**config.mk**
```make
export PLATFORM = sky130hd
export DESIGN_NAME = scan_path_linker
export DESIGN_NICKNAME = d
export VERILOG_FILES = /design/src/rtl/scan_link_pkg.sv /design/src/rtl/slk_reset_sync.sv /design/src/rtl/slk_tap_fsm.sv /design/src/rtl/slk_regs.sv /design/src/rtl/slk_chain.sv /design/src/rtl/scan_path_linker.sv
export SDC_FILE = /design/constraint.sdc
export NUM_CORES = 1
export LEC_CHECK = 0
export ABC_AREA = 1
export BUFFER_PORTS_ARGS = -buffer_cell sky130_fd_sc_hd__buf_4
export CORE_UTILIZATION = 56
export CTS_CLUSTER_SIZE = 12
export DETAILED_ROUTE_END_ITERATION = 10
export HOLD_SLACK_MARGIN = 0.05
export PLACE_DENSITY_LB_ADDON = 0.2
export SETUP_SLACK_MARGIN = 0.2
export SLEW_MARGIN = 10
export SYNTH_ARGS = -nofsm -noshare
export SYNTH_HDL_FRONTEND = slang
export SYNTH_SLANG_ARGS = --single-unit
```
**constraint.sdc**
```tcl
create_clock -name tck -period 1.9 [get_ports tck]
set_input_delay 0.285 -clock tck [delete_from_list [all_inputs] [get_ports tck]]
set_output_delay 0.285 -clock tck [all_outputs]
set_load 0.1 [all_outputs]
```
**src/rtl/scan_link_pkg.sv**
```systemverilog
package scan_link_pkg;
  typedef enum logic [3:0] {
    ST_TLR, ST_RTI,
    ST_SEL_DR, ST_CAP_DR, ST_SH_DR, ST_EX1_DR, ST_PAU_DR, ST_EX2_DR, ST_UPD_DR,
    ST_SEL_IR, ST_CAP_IR, ST_SH_IR, ST_EX1_IR, ST_PAU_IR, ST_EX2_IR, ST_UPD_IR
  } tap_state_e;

  localparam int IR_W = 3;
  localparam logic [IR_W-1:0] OP_SELECT  = 3'b010;
  localparam logic [IR_W-1:0] OP_IDENT   = 3'b011;
  localparam logic [IR_W-1:0] OP_BYPASS  = 3'b111;
  localparam logic [IR_W-1:0] IR_CAPTURE = 3'b001;
endpackage

```
**src/rtl/slk_reset_sync.sv**
```systemverilog
module slk_reset_sync #(
  parameter int STAGES = 2
) (
  input  logic tck,
  input  logic trst_n,
  output logic rst_n
);
  logic [STAGES-1:0] sync_q;

  always_ff @(posedge tck or negedge trst_n) begin
    if (!trst_n) sync_q <= '0;
    else         sync_q <= {sync_q[STAGES-2:0], 1'b1};
  end

  assign rst_n = sync_q[STAGES-1];
endmodule

```
**src/rtl/slk_tap_fsm.sv**
```systemverilog
module slk_tap_fsm
  import scan_link_pkg::*;
(
  input  logic       tck,
  input  logic       rst_n,
  input  logic       tms,
  output tap_state_e st
);
  tap_state_e st_d;

  always_comb begin
    unique case (st)
      ST_TLR:    st_d = tms ? ST_TLR    : ST_RTI;
      ST_RTI:    st_d = tms ? ST_SEL_DR : ST_RTI;
      ST_SEL_DR: st_d = tms ? ST_SEL_IR : ST_CAP_DR;
      ST_CAP_DR: st_d = tms ? ST_EX1_DR : ST_SH_DR;
      ST_SH_DR:  st_d = tms ? ST_EX1_DR : ST_SH_DR;
      ST_EX1_DR: st_d = tms ? ST_UPD_DR : ST_PAU_DR;
      ST_PAU_DR: st_d = tms ? ST_EX2_DR : ST_PAU_DR;
      ST_EX2_DR: st_d = tms ? ST_UPD_DR : ST_SH_DR;
      ST_UPD_DR: st_d = tms ? ST_SEL_DR : ST_RTI;
      ST_SEL_IR: st_d = tms ? ST_TLR    : ST_CAP_IR;
      ST_CAP_IR: st_d = tms ? ST_EX1_IR : ST_SH_IR;
      ST_SH_IR:  st_d = tms ? ST_EX1_IR : ST_SH_IR;
      ST_EX1_IR: st_d = tms ? ST_UPD_IR : ST_PAU_IR;
      ST_PAU_IR: st_d = tms ? ST_EX2_IR : ST_PAU_IR;
      ST_EX2_IR: st_d = tms ? ST_UPD_IR : ST_SH_IR;
      ST_UPD_IR: st_d = tms ? ST_SEL_DR : ST_RTI;
      default:   st_d = ST_TLR;
    endcase
  end

  always_ff @(posedge tck or negedge rst_n) begin
    if (!rst_n) st <= ST_TLR;
    else        st <= st_d;
  end
endmodule

```
**src/rtl/slk_regs.sv**
```systemverilog
module slk_regs
  import scan_link_pkg::*;
#(
  parameter int N_PATHS = 4,
  parameter int ID_W    = 4
) (
  input  logic               tck,
  input  logic               rst_n,
  input  tap_state_e         st,
  input  logic               tdi,
  input  logic [ID_W-1:0]    id_bus,
  output logic               own_so,
  output logic [N_PATHS-1:0] sel_q,
  output logic [IR_W-1:0]    ir_q,
  output logic [ID_W-1:0]    id_sr_q
);
  logic [IR_W-1:0]    ir_sr_q, ir_sr_d, ir_d;
  logic [N_PATHS-1:0] sel_sr_q, sel_sr_d, sel_d;
  logic [ID_W-1:0]    id_sr_d;
  logic               byp_q, byp_d;
  logic               ir_sr_en, ir_en, sel_sr_en, sel_en, id_sr_en, byp_en;
  logic               dr_cap, dr_sh, pick_sel, pick_id;

  always_comb begin
    dr_cap   = (st == ST_CAP_DR);
    dr_sh    = (st == ST_SH_DR);
    pick_sel = (ir_q == OP_SELECT);
    pick_id  = (ir_q == OP_IDENT);

    ir_sr_en = (st == ST_CAP_IR) || (st == ST_SH_IR);
    ir_sr_d  = (st == ST_CAP_IR) ? IR_CAPTURE : {tdi, ir_sr_q[IR_W-1:1]};
    ir_en    = (st == ST_UPD_IR) || (st == ST_TLR);
    ir_d     = (st == ST_TLR) ? OP_BYPASS : ir_sr_q;

    sel_sr_en = pick_sel && (dr_cap || dr_sh);
    sel_sr_d  = dr_cap ? sel_q : {tdi, sel_sr_q[N_PATHS-1:1]};
    sel_en    = (st == ST_TLR) || ((st == ST_UPD_DR) && pick_sel);
    sel_d     = (st == ST_TLR) ? '0 : sel_sr_q;

    id_sr_en = pick_id && (dr_cap || dr_sh);
    id_sr_d  = dr_cap ? id_bus : {tdi, id_sr_q[ID_W-1:1]};

    byp_en = !pick_sel && !pick_id && (dr_cap || dr_sh);
    byp_d  = dr_sh & tdi;

    own_so = 1'b0;
    if (st == ST_SH_IR)  own_so = ir_sr_q[0];
    else if (dr_sh)      own_so = pick_sel ? sel_sr_q[0] : (pick_id ? id_sr_q[0] : byp_q);
  end

  always_ff @(posedge tck or negedge rst_n) begin
    if (!rst_n) begin
      ir_sr_q  <= '0;
      ir_q     <= OP_BYPASS;
      sel_sr_q <= '0;
      sel_q    <= '0;
      id_sr_q  <= '0;
      byp_q    <= 1'b0;
    end else begin
      if (ir_sr_en)  ir_sr_q  <= ir_sr_d;
      if (ir_en)     ir_q     <= ir_d;
      if (sel_sr_en) sel_sr_q <= sel_sr_d;
      if (sel_en)    sel_q    <= sel_d;
      if (id_sr_en)  id_sr_q  <= id_sr_d;
      if (byp_en)    byp_q    <= byp_d;
    end
  end
endmodule

```
**src/rtl/slk_chain.sv**
```systemverilog
module slk_chain #(
  parameter int N_PATHS = 4
) (
  input  logic               own_so,
  input  logic               tms,
  input  logic [N_PATHS-1:0] sel,
  input  logic [N_PATHS-1:0] dn_tdo,
  output logic [N_PATHS-1:0] dn_tdi,
  output logic [N_PATHS-1:0] dn_tms,
  output logic               chain_so
);
  logic [N_PATHS:0] link;

  assign link[0] = own_so;

  for (genvar i = 0; i < N_PATHS; i++) begin : g_path
    assign dn_tdi[i]  = link[i];
    assign link[i+1]  = sel[i] ? dn_tdo[i] : link[i];
    assign dn_tms[i]  = sel[i] & tms;
  end

  assign chain_so = link[N_PATHS];
endmodule

```
**src/rtl/scan_path_linker.sv**
```systemverilog
module scan_path_linker
  import scan_link_pkg::*;
#(
  parameter int N_PATHS = 4,
  parameter int ID_W    = 4
) (
  input  logic               tck,
  input  logic               trst_n,
  input  logic               tms,
  input  logic               tdi,
  output logic               tdo,
  output logic               tdo_oe,
  input  logic [ID_W-1:0]    id_bus,
  output logic               dn_tck,
  output logic [N_PATHS-1:0] dn_tms,
  output logic [N_PATHS-1:0] dn_tdi,
  input  logic [N_PATHS-1:0] dn_tdo
);
  localparam int SYNC_STAGES = 2;

  logic               rst_n;
  tap_state_e         st;
  logic               own_so, chain_so, shifting;
  logic [N_PATHS-1:0] sel_q;
  logic [IR_W-1:0]    ir_q;
  logic [ID_W-1:0]    id_sr_q;

  slk_reset_sync #(.STAGES(SYNC_STAGES)) u_rst (
    .tck(tck), .trst_n(trst_n), .rst_n(rst_n)
  );

  slk_tap_fsm u_tap (
    .tck(tck), .rst_n(rst_n), .tms(tms), .st(st)
  );

  slk_regs #(.N_PATHS(N_PATHS), .ID_W(ID_W)) u_regs (
    .tck(tck), .rst_n(rst_n), .st(st), .tdi(tdi), .id_bus(id_bus),
    .own_so(own_so), .sel_q(sel_q), .ir_q(ir_q), .id_sr_q(id_sr_q)
  );

  slk_chain #(.N_PATHS(N_PATHS)) u_chain (
    .own_so(own_so), .tms(tms), .sel(sel_q), .dn_tdo(dn_tdo),
    .dn_tdi(dn_tdi), .dn_tms(dn_tms), .chain_so(chain_so)
  );

  assign dn_tck   = tck;
  assign shifting = (st == ST_SH_DR) || (st == ST_SH_IR);

  always_ff @(negedge tck or negedge rst_n) begin
    if (!rst_n) begin
      tdo    <= 1'b0;
      tdo_oe <= 1'b0;
    end else begin
      tdo_oe <= shifting;
      if (shifting) tdo <= chain_so;
    end
  end
endmodule

```
==> metrics.txt, run 1 <==
status=finished with violations; violated checks=setup timing; Routed WL=4.36 mm; Max stage delay on crit path=0.55 ns; clk_skew=0.0163 ns; Worst-path clk slew=0.16 ns; total gr overflow=0; Crit-path slowest cell=dfstp_2; setup slack, reg-to-reg=-0.65 ns; Die Span Y=54.0 um; final-stage net count=261; TritonCTS clock tree=done; core box area=2520 um^2; Util after Layout=0.831; worst setup path end=tdo$_DFFE_NN0P_; placed insts=261; crit start category=register; remaining antenna violation count after routing=0; commonest non-fill, non-tap cell in the layout=buf_4; post-synthesis sequential area ratio=0.449; RSZ-0062 raised after global routing=true; n_diodes=0; Synth Area in Compound Gates=0.142; largest family of logic cells by synthesized area=simple AND/OR/NAND/NOR gates; initial core utilization=0.600; Post-Syn Area=1510 um^2; end of the worst register-to-register path=tdo$_DFFE_NN0P_; Area after DPL=1860 um^2; Pins Over Slew Limit=0; R2R depth=11; first-pass GRT wire length=6.17 mm; final RePlAce weighted congestion=0.921; Cell Pwr Density=1990 nW/um^2; initial antenna violation count=0; final hold vios=0; Avg WL per Cell=15.7 um; CP max FO=3; cell family with most CP delay=simple AND/OR/NAND/NOR gates; non-filler instance count after layout=278; finished layout cell area=2100 um^2; most frequent cells in the layout=45 x buf_4, 33 x inv_1, 30 x nand2_1, 22 x dfrtp_1, 21 x nor2_1; Die W=54.0 um; r2r startpoint=u_regs.ir_q[2]$_DFFE_PN1P_; pin count of the biggest net entering global routing=24; worst path required time=1.27 ns; layout cells sized above 1=0.387; XOR/XNOR Fraction of Synth Area=0; Boundary Pins=23; Post-Syn Nets=204; Mapped Cells=192; Setup TNS=-3.58 ns; hpwl dp=2.79 mm; vias in the first global route=1442; Distinct cells, synth=29; post-synthesis mux area share=0; Buffers & Inverters on Critical Path=1; clock insertion delay at the later pin of the skew report=0.47 ns; syn_area_per_cell=7.88 um^2; synthesis-to-finish area growth=38.6%; critical path depth=11; Max Cap Viol=0; crit path from=u_regs.ir_q[2]$_DFFE_PN1P_; worst hold path class=in -> reg; 1st-pass router iterations=5; Initial DRC Count=85; FP Rows=18; all-layer global routing usage=0.310; via/cell ratio=5.54; arrival time worst endpoint=1.92 ns; Final Setup Violations=8; cell leakage power=1.09 nW; CP Capture Type=register; Die Area=2910 um^2; PortBufs=22; Crit path top cell by count=nand3_2; Post-Synth Adder-Cell Area=0; crit-path cells=inv_1, a21oi_2, nor2_2, nand3_2, nand3_2, nand3_2, nand3_2, nand2_2, nand2_1, nand2_1, nand2_1; Post-Synth Simple-Gate Area=0.287; drt drc=0; Yosys reg bits=27; Synthesis Warnings=0; Crit Path Class=reg -> reg; via count=1539; setup ws final=-0.651 ns; Max IR drop VDD=0.00278 V
==> metal layers <==
layer  wire length [um]  share of wire  GRT usage  up-vias
met1               1660           0.38      0.372      721
met4                150          0.034      0.175        0
met3                310          0.071     0.0508       19
met2               2240           0.51      0.523       81
li1                   -              -          -      718
met5                  0              0          0        -
==> report_power, final <==
group	switching, mW	total, mW	internal [mW]
clock	0.383	0.562	0.178
sequential	0.152	0.965	0.813
combinational	1.68	2.66	0.979
total	2.21	4.18	1.97
==> state kept, by name (all words and copies together), names as in the netlist <==
signal and count:
u_regs.byp_q 1, u_tap.st 4, u_regs.id_sr_q 4, u_regs.ir_q 3, tdo 1, u_regs.sel_sr_q 4, tdo_oe 1, u_regs.sel_q 4
u_regs.ir_sr_q 3, u_rst.sync_q 2
==> worst reg2reg max path, stage by stage (launching register included) <==
cell and delay (ns):
dfstp_2 0.55, inv_1 0.10, a21oi_2 0.18, nor2_2 0.06, nand3_2 0.09, nand3_2 0.10, nand3_2 0.09, nand3_2 0.07
nand2_2 0.07, nand2_1 0.06, nand2_1 0.06, nand2_1 0.05
==> layout make-up <==
type / count / area [um^2]
sequential: 27 / 679
tap: 30 / 37.5
inverter: 39 / 158
clock inverter: 1 / 7.51
fill: 153 / 425
multi-input combinational: 122 / 682
clock buffer: 7 / 52.6
timing repair buffer: 52 / 480
==> through the flow <==
stage	hold WS, ns	setup WS (ns)	power (mW)
after detailed placement	0.0709	-0.510	3.34
final	0.0612	-0.651	4.18
after floorplan	-0.0106	-0.489	2.74
after global routing	0.0665	-0.681	4.38
after global placement	0.0670	-0.466	3.28
after CTS	0.0917	-0.544	4.00
==> kinds of logic (layout without fill, tap and decap cells) <==
group | Yosys count | in the layout
and+or+nand+nor | 85 | 85
other | 1 | 1
buffers and inverters | 43 | 99
DFF | 27 | 27
AOI/OAI and AO/OA | 36 | 36
==> how the worst min path moves through the flow <==
stage | from | end | cells past startpoint
3_5_place_dp | trst_n | u_rst.sync_q[0]$_DFF_PN0_ | 1
6_report | id_bus[1] | u_regs.id_sr_q[1]$_DFFE_PN0P_ | 3
5_1_grt | id_bus[0] | u_regs.id_sr_q[0]$_DFFE_PN0P_ | 3
4_1_cts | id_bus[0] | u_regs.id_sr_q[0]$_DFFE_PN0P_ | 3
3_3_place_gp | trst_n | u_rst.sync_q[0]$_DFF_PN0_ | 1
2_1_floorplan | trst_n | u_rst.sync_q[0]$_DFF_PN0_ | 0
==> cell usage after synthesis (all sizes together) <==
| master | instances | area [um^2] |
|---|---|---|
| a21oi | 3 | 15.0 |
| dfstp | 3 | 78.8 |
| o211ai | 4 | 30.0 |
| dfrtp | 22 | 551 |
| nor2 | 31 | 159 |
| nand3 | 6 | 50.1 |
| o21ai | 15 | 75.1 |
| inv | 39 | 154 |
| o311ai | 1 | 8.76 |
| clkbuf | 1 | 3.75 |
| nor3 | 2 | 10.0 |
| a2bb2oi | 1 | 8.76 |
| conb | 1 | 3.75 |
| a31oi | 5 | 31.3 |
| nand2 | 41 | 184 |
| buf | 3 | 22.5 |
| or2 | 2 | 12.5 |
| o31ai | 1 | 7.51 |
| nand4 | 3 | 18.8 |
| a211oi | 1 | 7.51 |
| dfrtn | 2 | 50.1 |
| o22ai | 5 | 31.3 |
==> timing repair <==
item	in CTS	in global routing
setup endpoints to repair	13	13
resized for setup	21	3
hold buffers	1	0
pin swaps	3	2
endpoints found under the hold margin	2	0
buffers inserted	5	4
Power figures use the tool's default switching activity.
==> run 2, diff against run 1 <==
--- a/config.mk
+++ b/config.mk
@@ -8,9 +8,11 @@
 export ABC_AREA = 1
 export BUFFER_PORTS_ARGS = -buffer_cell sky130_fd_sc_hd__buf_4
 export CORE_UTILIZATION = 56
+export CTS_BUF_LIST = sky130_fd_sc_hd__clkbuf_16
 export CTS_CLUSTER_SIZE = 12
 export DETAILED_ROUTE_END_ITERATION = 10
 export HOLD_SLACK_MARGIN = 0.05
+export MAX_ROUTING_LAYER = met4
 export PLACE_DENSITY_LB_ADDON = 0.2
 export SETUP_SLACK_MARGIN = 0.2
 export SLEW_MARGIN = 10
==> run 2 against run 1 <==
  * The run still ends with setup timing left
  * Routed wire length up 34%
  * Flip-flop and latch count unchanged
  * Register-to-register slack better by 0.08 ns
  * Utilization rose by 6.5 points
  * Sequential power increased by 3.2%
==> metrics.txt, run 2 (synthesis results as in run 1) <==
commonest non-fill, non-tap cell in the layout=buf_4; Cell Pwr Density=2210 nW/um^2; clk_skew=0.0449 ns; Die Area=2910 um^2; RSZ-0062 raised after global routing=true; crit-path cells=nand2_4, nor2_4, nand2_2, nand3_4, nand3_4, nand3_4, nand3_2, nand2_2, nand2_1, nand2_1, nand2_1; most frequent cells in the layout=41 x buf_4, 31 x inv_1, 26 x nand2_1, 22 x dfrtp_1, 21 x nor2_1; Crit Path Class=reg -> reg; all-layer global routing usage=0.389; first-pass GRT wire length=7.28 mm; 1st-pass router iterations=6; via/cell ratio=6.12; total gr overflow=0; CP Capture Type=register; crit start category=register; Crit-path slowest cell=dfstp_2; violated checks=setup timing; core box area=2520 um^2; TritonCTS clock tree=done; final-stage net count=261; worst hold path class=in -> reg; PortBufs=22; layout cells sized above 1=0.411; finished layout cell area=2260 um^2; n_diodes=0; Die W=54.0 um; Initial DRC Count=103; CP max FO=3; arrival time worst endpoint=1.80 ns; initial core utilization=0.600; Routed WL=5.85 mm; remaining antenna violation count after routing=0; FP Rows=18; final RePlAce weighted congestion=0.929; initial antenna violation count=0; Avg WL per Cell=21.0 um; # fillers=105; pre-CTS setup slack=-0.494 ns; Max stage delay on crit path=0.57 ns; hpwl dp=2.65 mm; multi-input logic area=724 um^2; via count=1701; pin count of the biggest net entering global routing=24; final hold vios=0; Boundary Pins=23; register area=679 um^2; Max Cap Viol=0; worst path required time=1.23 ns; cell leakage power=1.15 nW; synthesis-to-finish area growth=49.5%; vias in the first global route=1595; Worst-path clk slew=0.07 ns; Die Span Y=54.0 um; clock insertion delay at the later pin of the skew report=0.43 ns; setup ws final=-0.566 ns; Pins Over Slew Limit=0; Area after DPL=1860 um^2; drt drc=0; status=finished with violations; Max IR drop VDD=0.00224 V; Final Setup Violations=8
[run 2: where the power goes]
part | internal [mW] | switching, mW
Combinational | 1.06 | 1.90
Clock | 0.598 | 0.435
Sequential | 0.817 | 0.179
[run 2: final cells by class]
class,instances,area share
clock inverters,1,0.00332
flip-flops and latches,27,0.300
repair buffers,52,0.217
multi-input cells,122,0.320
inverters,39,0.0708
clock buffers,7,0.0713
well taps,30,0.0166
[run 2: critical path, delay by kind of cell, from the launching register on]
family	cells	cell delay, ns
AND/OR/NAND/NOR	11	0.84
flip-flops	1	0.57
[run 2: path summary, 6_finish.rpt]
path	startpoint	end	slack [ns]	cells after the start
setup / recovery	u_regs.ir_q[1]$_DFFE_PN1P_	tdo$_DFFE_NN0P_	-0.57	11
hold / removal	id_bus[1]	u_regs.id_sr_q[1]$_DFFE_PN0P_	0.19	3
setup reg to reg	u_regs.ir_q[1]$_DFFE_PN1P_	tdo$_DFFE_NN0P_	-0.57	11
hold reg to reg	u_rst.sync_q[0]$_DFF_PN0_	u_rst.sync_q[1]$_DFF_PN0_	0.37	0
max in group asynchronous	u_rst.sync_q[1]$_DFF_PN0_	tdo$_DFFE_NN0P_	0.83	0
min in group asynchronous	trst_n	u_rst.sync_q[1]$_DFF_PN0_	0.24	2
[run 2: stage by stage]
stage	cells	utilization	power, mW	hold slack [ns]	TNS, ns
6_report	278	0.897	4.99	0.187	-2.77
5_1_grt	278	0.897	5.18	0.179	-3.30
4_1_cts	275	0.872	4.59	0.182	-2.16
3_5_place_dp	261	0.739	3.33	0.0681	-0.663
3_3_place_gp	261	0.739	3.28	0.0671	-0.624
2_1_floorplan	192	-	2.74	-0.0106	-1.21
[run 2: per-layer routing]
metal	routed length (um)	global-route usage	vias up
met5	0	-	-
met4	463	0.303	0
met3	528	0.102	47
met2	2860	0.621	161
met1	2000	0.406	774
li1	-	-	719
[run 2: timing repair]
item                                    CTS  global route
resized for setup                        30            11
endpoints found under the setup margin   17            21
pin swaps                                 4             2
buffers inserted                          6             3
hold buffers                              1             0
endpoints found under the hold margin     2             0
